`src/rtl/ivr_pkg.sv`:
```
package ivr_pkg;

    // Function code for the processor address space
    localparam logic [3:0] FC_CPU_SPACE = 4'b0111;
    // Address type field value meaning interrupt acknowledge
    localparam logic [3:0] TYPE_IACK    = 4'hF;
    localparam int         TYPE_LSB     = 16;
    localparam int         LEVEL_LSB    = 1;

    typedef enum logic [1:0] {
        PORT_8   = 2'd0,
        PORT_16  = 2'd1,
        PORT_32  = 2'd2,
        PORT_32B = 2'd3
    } port_e;

    typedef enum logic {
        ST_IDLE = 1'b0,
        ST_HOLD = 1'b1
    } hs_state_e;

    // Active-low size acknowledge pair for a given port width
    function automatic logic [1:0] size_ack_n(input port_e p);
        case (p)
            PORT_8:  size_ack_n = 2'b10;
            PORT_16: size_ack_n = 2'b01;
            default: size_ack_n = 2'b00;
        endcase
    endfunction

endpackage

```
`src/rtl/ivr_decode.sv`:
```
module ivr_decode #(
    parameter int ADDR_W = 32,
    parameter int LEVELS = 7,
    parameter int LVL_W  = 3
) (
    input  logic [ADDR_W-1:0] addr_i,
    input  logic [3:0]        fc_i,
    input  logic [LEVELS-1:0] iack_ni,
    input  logic [LVL_W-1:0]  level_i,
    input  logic              strobe_mode_i,
    output logic              match_o
);
    import ivr_pkg::*;

    logic [ADDR_W-1:0] want_addr;
    logic              enc_hit;
    logic              line_hit;

    // Expected address: all ones except the level field
    always_comb begin
        want_addr = '1;
        want_addr[TYPE_LSB +: 4]      = TYPE_IACK;
        want_addr[LEVEL_LSB +: LVL_W] = level_i;
    end

    assign enc_hit = (fc_i == FC_CPU_SPACE) && (addr_i == want_addr);

    // Select the acknowledge strobe belonging to the configured level
    always_comb begin
        line_hit = 1'b0;
        for (int i = 0; i < LEVELS; i++) begin
            if (level_i == LVL_W'(i + 1)) begin
                line_hit = ~iack_ni[i];
            end
        end
    end

    assign match_o = (level_i != '0) && (strobe_mode_i ? line_hit : enc_hit);

endmodule

```
`src/rtl/ivr_lane.sv`:
```
module ivr_lane #(
    parameter int DATA_W = 32,
    parameter int VEC_W  = 8
) (
    input  logic [1:0]        port_i,
    input  logic [VEC_W-1:0]  vector_i,
    output logic [DATA_W-1:0] word_o
);
    import ivr_pkg::*;

    localparam int LANE_8  = DATA_W - VEC_W;
    localparam int LANE_16 = DATA_W - 2 * VEC_W;
    localparam int LANE_32 = 0;

    always_comb begin
        word_o = '0;
        case (port_e'(port_i))
            PORT_8:  word_o[LANE_8  +: VEC_W] = vector_i;
            PORT_16: word_o[LANE_16 +: VEC_W] = vector_i;
            default: word_o[LANE_32 +: VEC_W] = vector_i;
        endcase
    end

endmodule

```
`src/rtl/ivr_responder.sv`:
```
module ivr_responder #(
    parameter int ADDR_W = 32,
    parameter int DATA_W = 32,
    parameter int VEC_W  = 8,
    parameter int LEVELS = 7,
    parameter int LVL_W  = $clog2(LEVELS + 1)
) (
    input  logic              clk_i,
    input  logic              rst_ni,
    input  logic              irq_event_i,
    input  logic [LVL_W-1:0]  cfg_level_i,
    input  logic [VEC_W-1:0]  cfg_vector_i,
    input  logic [1:0]        cfg_port_i,
    input  logic              cfg_autovec_i,
    input  logic              cfg_strobe_mode_i,
    input  logic [ADDR_W-1:0] addr_i,
    input  logic [3:0]        fc_i,
    input  logic              as_ni,
    input  logic              ds_ni,
    input  logic [LEVELS-1:0] iack_ni,
    output logic [LEVELS-1:0] irq_no,
    output logic [DATA_W-1:0] data_o,
    output logic              data_oe_o,
    output logic [1:0]        dsack_no,
    output logic              avec_no
);
    import ivr_pkg::*;

    typedef struct packed {
        hs_state_e         st;
        logic              pend;
        logic [1:0]        dsack_n;
        logic              avec_n;
        logic              oe;
        logic [DATA_W-1:0] data;
    } regs_t;

    localparam regs_t RESET_VAL = '{
        st:      ST_IDLE,
        pend:    1'b0,
        dsack_n: 2'b11,
        avec_n:  1'b1,
        oe:      1'b0,
        data:    '0
    };

    regs_t             r_d, r_q;
    logic              match;
    logic [DATA_W-1:0] lane_word;
    logic              strobes_on;

    ivr_decode #(
        .ADDR_W (ADDR_W),
        .LEVELS (LEVELS),
        .LVL_W  (LVL_W)
    ) u_decode (
        .addr_i        (addr_i),
        .fc_i          (fc_i),
        .iack_ni       (iack_ni),
        .level_i       (cfg_level_i),
        .strobe_mode_i (cfg_strobe_mode_i),
        .match_o       (match)
    );

    ivr_lane #(
        .DATA_W (DATA_W),
        .VEC_W  (VEC_W)
    ) u_lane (
        .port_i   (cfg_port_i),
        .vector_i (cfg_vector_i),
        .word_o   (lane_word)
    );

    assign strobes_on = ~as_ni & ~ds_ni;

    always_comb begin
        r_d = r_q;
        case (r_q.st)
            ST_IDLE: begin
                if (r_q.pend && strobes_on && match) begin
                    r_d.st   = ST_HOLD;
                    r_d.pend = 1'b0;
                    if (cfg_autovec_i) begin
                        r_d.avec_n = 1'b0;
                        r_d.oe     = 1'b0;
                        r_d.data   = '0;
                    end else begin
                        r_d.dsack_n = size_ack_n(port_e'(cfg_port_i));
                        r_d.oe      = 1'b1;
                        r_d.data    = lane_word;
                    end
                end
            end
            default: begin
                if (!strobes_on) begin
                    r_d.st      = ST_IDLE;
                    r_d.dsack_n = 2'b11;
                    r_d.avec_n  = 1'b1;
                    r_d.oe      = 1'b0;
                    r_d.data    = '0;
                end
            end
        endcase
        // A fresh event wins over the clear of a grant on the same edge
        if (irq_event_i && (cfg_level_i != '0)) begin
            r_d.pend = 1'b1;
        end
    end

    always_ff @(posedge clk_i or negedge rst_ni) begin
        if (!rst_ni) begin
            r_q <= RESET_VAL;
        end else begin
            r_q <= r_d;
        end
    end

    generate
        for (genvar g = 0; g < LEVELS; g++) begin : g_req
            assign irq_no[g] = ~(r_q.pend && (cfg_level_i == LVL_W'(g + 1)));
        end
    endgenerate

    assign data_o    = r_q.data;
    assign data_oe_o = r_q.oe;
    assign dsack_no  = r_q.dsack_n;
    assign avec_no   = r_q.avec_n;

endmodule

```
`config.mk`:
```
export PLATFORM = sky130hd
export DESIGN_NAME = ivr_responder
export DESIGN_NICKNAME = d
export VERILOG_FILES = /design/src/rtl/ivr_pkg.sv /design/src/rtl/ivr_decode.sv /design/src/rtl/ivr_lane.sv /design/src/rtl/ivr_responder.sv
export SDC_FILE = /design/constraint.sdc
export NUM_CORES = 1
export LEC_CHECK = 0
export BUFFER_PORTS_ARGS = -buffer_cell sky130_fd_sc_hd__buf_4
export CAP_MARGIN = 40
export CORE_ASPECT_RATIO = 0.75
export CORE_MARGIN = 2
export CORE_UTILIZATION = 45
export DETAILED_ROUTE_END_ITERATION = 8
export PLACE_DENSITY = 0.81
export REMOVE_ABC_BUFFERS = 1
export SLEW_MARGIN = 20
export SYNTH_ARGS = -nofsm -noshare
export SYNTH_HDL_FRONTEND = slang
export SYNTH_SLANG_ARGS = --single-unit
export TNS_END_PERCENT = 100
```
`constraint.sdc`:
```
create_clock -name clk_i -period 1.8 [get_ports clk_i]
set_input_delay 0.27 -clock clk_i [delete_from_list [all_inputs] [get_ports clk_i]]
set_output_delay 0.27 -clock clk_i [all_outputs]
set_load 0.005 [all_outputs]
```
==> results.yml, run 1 <==
cts:
  ctsLongestPathBuffers: 2
  cts.htree.levels: 2
  clk_latency_ns: 0.27
  cts.repair_timing.setup_buffer_count: 0
  cts_tree: "done"
  clockRootBuffer: "clkbuf_8"
  tritoncts.num_buffers: 5
  clock_transition_at_the_registers_of_the_reported_paths_ns: 0.06
  num_clock_sinks: 30
power:
  total_switching_power_mw: 0.446
  design_power_total_mw: 1.76
  seq_power_share_pct: 45.8
  power_density_nw_per_um2: 656
  internal_power_mw: 1.31
  power.switching_fraction_pct: 25.4
  p_comb_share_pct: 26.6
  ir_worst_vdd_mv: 0.378
  power.clock.fraction_pct: 27.5
  cellLeakagePower_nw: 1.25
logic_synthesis:
  synth.ff_latch_count: 30
  yosys_most_used_dff: "dfrtp_1"
  synth_cell_types: 36
  yosys.area.top_type: "dfrtp_1"
  synth.avg_cell_area_um2: 10.4
  ys_top_cells_by_count: "buf_4, nand2_1, dfrtp_1, o2bb2ai_2, nand4_1"
  ys_seq_area_share_pct: 38.6
  post-synth-top-area-fraction_pct: 34.6
  synth-async-reset-ratio_pct: 100
  syn_inst: 187
  synth-warning-count: 0
  synth.most_common_cell: "buf_4"
  post_synth_main_area_contributors: "dfrtp_1, o2bb2ai_2, buf_4"
  synth.cell_area_um2: 1950
  synth_edf_count: 0
floorplanning:
  floorplan.io_pins: 106
  design.die.area_um2: 4890
  chip_height_um: 61.1
  floorplan.initialDensity_pct: 47.6
  core_region_area_um2: 4100
  dieWidth_um: 80.1
  row_count: 20
global_routing:
  number_of_global_route_vias_before_repair: 1517
  number_of_antenna_violations_at_the_first_check_in_global_routing: 0
  grt_pass1_wl_um: 7220
  grt.overflow.total: 0
  maximum_number_of_pins_on_one_net_before_global_route_repair: 31
  grt_use_total_pct: 19.5
finish:
  insertedDiodeCount: 0
  drive_above_1_share_pct: 55.2
  area_growth_pct: 37.3
  final_core_utilization_pct: 65.3
  nNetsFinal: 333
  layout.filler_cells: 345
detailed_routing:
  detail_route.drc_violations: 0
  drt_wl_total_um: 4590
  firstDrtPassIters: 4
  via_count: 1606
  drt_antenna_net_count: 0
  route.detailed.wl_per_inst_um: 14.1
  vias_per_cell: 4.94
  drt_iter0_markers: 49
critical_path:
  timing.critical_path.max_delay_family: "simple AND/OR/NAND/NOR gates"
  crit_buf_inv: 2
  worstPathCellList: "buf_4 -> xor2_1 -> or4_4 -> nor4_4 -> nor3_4 -> buf_12 -> o2bb2ai_1"
  timing.critical_path.from_type: "input port"
  critPathArrivalTime_ns: 1.88
  cpPeakStageDelay_ns: 0.55
  reg2reg_setup_slack_ns: 0.24
  endpoint_kind: "register"
  crit_path_max_fanout: 23
  worst_setup_path_startpoint: "cfg_level_i[0]"
  criticalPathCategory: "input port to register"
  reg2reg_depth: 5
  required_time_at_the_worst_slack_endpoint_ns: 1.95
  critical_path.slowest_cell: "or4_4"
  regToRegStartpoint: "r_q[37]"
  worstReg2RegEnd: "data_o[29]"
sta:
  setup_tns_ns: 0
  finClkSkew_ns: 0.00284
  timing.final.crit_period_ns: 1.72
  report.final.slew_viol_count: 0
  timing_hold_violations_final: 0
  clock.fmax_ghz: 0.580
  setup-violations-final: 0
  rsz_0062_raised_after_global_routing: "false"
  finalHoldWorstSlack_ns: 0.229
  layout_worst_path_cycle_share_pct: 95.8
  finalWorstSetupSlack_ns: 0.0750
place:
  dp_worst_setup_slack_ns: -0.229
  dp.final_hpwl_um: 3560
  io_buffers: 97
  place_congestion: 0.756
hold_path:
  min_delay_worst_endpoint: "r_q[36]"
  hold-path-cell-count: 2
  worst_hold_startpoint: "irq_event_i"
  timing.hold.worst.class: "input port to register"
run_status:
  run_status: "complete, no violations"
job:
  max_cap_viol_count: 0
-- how the worst max path moves through the flow --
stage | end | slack, ns | cells past startpoint
6_report | data_o[29] | 0.08 | 7
5_1_grt | data_o[27] | 0.02 | 7
4_1_cts | data_o[28] | 0.07 | 5
3_5_place_dp | data_o[29] | -0.23 | 7
3_3_place_gp | data_o[30] | -0.19 | 7
2_1_floorplan | data_oe_o | -0.68 | 5
-- through the flow --
stage | instances | cell area, um^2
after global placement | 317 | 2590
after global routing | 325 | 2680
after CTS | 325 | 2680
after detailed placement | 317 | 2590
after floorplan | 150 | 1650
final | 325 | 2680
-- layout by cell type (no fill, tap or decap) --
cell type,instances
or3_1,1
conb_1,8
a31oi_1,1
o22a_1,1
nor2b_1,7
or4_4,1
nor3_1,1
nand2_1,28
xor2_1,3
o21ai_1,3
clkbuf_1,2
or4_1,2
a311oi_2,1
clkbuf_8,5
nand4_1,9
inv_1,1
o2bb2ai_2,20
nor3_4,1
a21bo_1,1
nor2_1,6
dfrtp_1,27
nand3_1,5
o2bb2ai_1,4
mux2_1,2
or2_2,2
o21ai_4,1
nand2b_1,2
nor3_2,1
nand4b_1,4
a22o_1,1
a21o_1,1
buf_12,1
nor4_4,1
buf_4,111
dfstp_2,3
dlygate4sd3_1,1
nand4b_2,1
-- metal layers --
metal / up-vias / wire length, um / share of wire, % / track usage, %
met5: - / 0 / 0 / 0
met4: 0 / 27 / 0.59 / 4.60
met3: 2 / 320 / 7.0 / 6.01
met2: 57 / 2130 / 46 / 32.0
met1: 754 / 2110 / 46 / 25.9
li1: 793 / - / - / -
-- kinds of logic (layout without fill, tap and decap cells) --
kind of cell / Yosys count / in the layout / synth area share, %
XOR/XNOR: 3 / 3 / 1.35
AO/OA/AOI/OAI: 34 / 34 / 20.9
buffers and inverters: 45 / 121 / 16.9
other: 1 / 8 / 0.192
flip-flops: 30 / 30 / 38.6
AND/OR/NAND/NOR: 72 / 72 / 20.8
multiplexers: 2 / 2 / 1.15
-- flip-flops by register name, indices dropped and copies added (netlist names) --
signal     flops
data_oe_o      1
r_q            2
avec_no        1
data_o        24
dsack_no       2
-- cell type report --
| cell class | count | area (um^2) | area share, % |
|---|---|---|---|
| clock buffer | 7 | 76.3 | 2.85 |
| inverter | 1 | 3.75 | 0.140 |
| multi-input combinational | 119 | 915 | 34.1 |
| sequential | 30 | 754 | 28.1 |
| tap | 55 | 68.8 | 2.57 |
| timing repair buffer | 113 | 863 | 32.2 |
-- power by group through the flow --
stage | clock (mW) | sequential (mW) | combinational, mW
4_1_cts | 0.500 | 0.805 | 0.472
6_report | 0.484 | 0.806 | 0.468
3_5_place_dp | 0 | 0.815 | 0.470
2_1_floorplan | 0 | 0.816 | 0.161
5_1_grt | 0.530 | 0.814 | 0.510
3_3_place_gp | 0 | 0.816 | 0.459
-- timing repair --
action	in CTS	in global routing
hold buffers	1	0
gates resized for setup	0	1
hold endpoints to repair	27	0
endpoints found under the setup margin	0	23
No activity file was read; power rests on OpenSTA's default activity.
==> run 2, diff against run 1 <==
Settings changed: ABC_AREA set to 1, CAP_MARGIN 40 to 20, CORE_UTILIZATION 45 to 46, PLACE_DENSITY 0.81 to 0.77.
==> run 2 against run 1 <==
Clock skew hardly changed; clock-buffer cell count stayed put; hold slack worse by 0.039 ns; wire length is 9.8% higher; via count is 28% higher; sequential power is 0.7% lower; cell count is 30% higher; combinational power is 33% higher; first-iteration DRC count is 130% higher; sequential cell count stayed put; utilization is 3.2 points lower; synthesized area is 5.6% higher.
==> results.yml, run 2 <==
finish:
  drive_above_1_share_pct: 33.5
  mostFrequentLayoutCell: "buf_4"
  layout.filler_cells: 398
  final_cell_count_no_fill: 421
  final-seq-area_um2: 754
  insertedDiodeCount: 0
  nNetsFinal: 426
  largest_reg_flops: 24
  area_growth_pct: 32.2
  most_frequent_cells_in_the_layout: "buf_4, nand2_1, nand3_1"
  multiInputGateArea_um2: 912
power:
  power_density_nw_per_um2: 724
  design_power_total_mw: 1.97
  ir_worst_vdd_mv: 0.401
  cellLeakagePower_nw: 1.52
sta:
  clock.fmax_ghz: 0.641
  report.final.slew_viol_count: 0
  finClkSkew_ns: 0.00304
  setup_tns_ns: 0
  timing.final.crit_period_ns: 1.56
  finalHoldWorstSlack_ns: 0.190
  rsz_0062_raised_after_global_routing: "false"
  setup-violations-final: 0
  timing_hold_violations_final: 0
  layout_worst_path_cycle_share_pct: 86.7
critical_path:
  critPathArrivalTime_ns: 1.77
  critical_path.slowest_cell: "inv_2"
  endpoint_kind: "register"
  criticalPathCategory: "input port to register"
  worstPathCellList: "buf_4 -> xnor2_1 -> nand2_1 -> nor2_1 -> nand3_1 -> a21oi_4 -> nand2_2 -> inv_2 -> nand3_1 -> nand2_1"
  regToRegStartpoint: "r_q[36]"
  timing.critical_path.from_type: "input port"
  required_time_at_the_worst_slack_endpoint_ns: 2.01
  worst_setup_path_startpoint: "cfg_level_i[0]"
  crit_path_max_fanout: 24
  crit_buf_inv: 2
  timing.critical_path.max_delay_family: "simple AND/OR/NAND/NOR gates"
  cpPeakStageDelay_ns: 0.28
floorplanning:
  dieWidth_um: 81.3
  floorplan.io_pins: 106
  core_region_area_um2: 4390
  row_count: 21
  chip_height_um: 62.0
  floorplan.initialDensity_pct: 47.0
  design.die.area_um2: 5040
logic_synthesis:
  post_synth_main_area_contributors: "dfrtp_1, nand3_1, buf_4"
  ys_seq_area_share_pct: 36.6
  synth-async-reset-ratio_pct: 100
  yosys.area.top_type: "dfrtp_1"
  synth.most_common_cell: "nand2_1"
  syn_inst: 292
  synth.ff_latch_count: 30
  yosys_most_used_dff: "dfrtp_1"
  synth-warning-count: 0
  synth.avg_cell_area_um2: 7.06
  synth_cell_types: 26
  post-synth-top-area-fraction_pct: 32.8
  synth_edf_count: 0
  ys_top_cells_by_count: "nand2_1, nand3_1, buf_4, dfrtp_1, nor3_1"
  synth.cell_area_um2: 2060
global_routing:
  number_of_global_route_vias_before_repair: 1750
  grt_pass1_wl_um: 7790
  grt.overflow.total: 0
  maximum_number_of_pins_on_one_net_before_global_route_repair: 31
  number_of_antenna_violations_at_the_first_check_in_global_routing: 0
  grt_use_total_pct: 20.3
run_status:
  run_status: "complete, no violations"
cts:
  clock_transition_at_the_registers_of_the_reported_paths_ns: 0.06
  ctsLongestPathBuffers: 2
  clk_latency_ns: 0.28
  cts.htree.levels: 2
  clockRootBuffer: "clkbuf_8"
  num_clock_sinks: 30
  tritoncts.num_buffers: 5
  cts_tree: "done"
detailed_routing:
  drt_antenna_net_count: 0
  firstDrtPassIters: 4
  via_count: 2056
  drt_iter0_markers: 112
  vias_per_cell: 4.88
  detail_route.drc_violations: 0
  drt_wl_total_um: 5040
  route.detailed.wl_per_inst_um: 12.0
job:
  max_cap_viol_count: 0
place:
  place_congestion: 0.777
  dp.final_hpwl_um: 3930
  io_buffers: 97
  dp.cells: 412
hold_path:
  timing.hold.worst.class: "input port to register"
  worst_hold_startpoint: "irq_event_i"
## run 2: repair_timing
item,in CTS,in global routing
resized for setup,0,0
setup buffers,0,0
hold buffers,1,0
hold endpoints to repair,27,0
## run 2: logic make-up after synthesis
| group | share of synthesized area, % |
|---|---|
| flops | 36.6 |
| xor+xnor | 0.425 |
| simple gates | 40.0 |
| compound gates | 2.31 |
| other cells | 0.182 |
| buf+inv | 20.4 |
## run 2: stage by stage
step	instance area, um^2	setup slack (ns)	util [%]
floorplan	1760	0.0539	-
global placement	2630	0.0150	59.8
detailed placement	2630	-0.0625	59.8
CTS	2730	0.230	62.1
global route	2730	0.00976	62.1
finish	2730	0.240	62.1
## run 2: where the power goes
part | total, mW | switching, mW | internal [mW] | leakage [nW]
logic | 0.621 | 0.341 | 0.280 | 1.07
clock network | 0.552 | 0.244 | 0.308 | 0.0482
registers | 0.800 | 0.0385 | 0.761 | 0.401
## run 2: metal layers
metal	wire length [um]	GRT usage (%)	share of wire, %	vias to the layer above
met5	0	0	0	-
met3	290	4.91	5.8	7
met1	2250	27.0	45	933
li1	-	-	-	1050
met4	55	6.05	1.1	0
met2	2450	33.4	49	66
## run 2: final cells by class
cell class                 instances  area share, %
clock buffer                       7           3.17
sequential                        30           27.7
inverter                          25           3.44
multi-input combinational        196           33.5
tap                               57           2.62
clock inverter                     1          0.184
timing repair buffer             105           29.5
## run 2: worst paths after layout
check	slack, ns	cells after the start	end
worst max-delay path	0.24	10	data_o[5]
max in group asynchronous	1.03	2	avec_no
worst min-delay path	0.19	3	r_q[36]
worst max register to register	0.41	6	data_o[5]
min in group asynchronous	0.47	2	data_o[17]
worst min register to register	0.48	2	avec_no
## run 2: worst reg2reg max path, cell delays in order (launching register included)
cell     delay (ns)
dfrtp_1        0.35
nand3_1        0.12
a21oi_4        0.23
nand2_2        0.09
inv_2          0.28
nand3_1        0.16
nand2_1        0.10
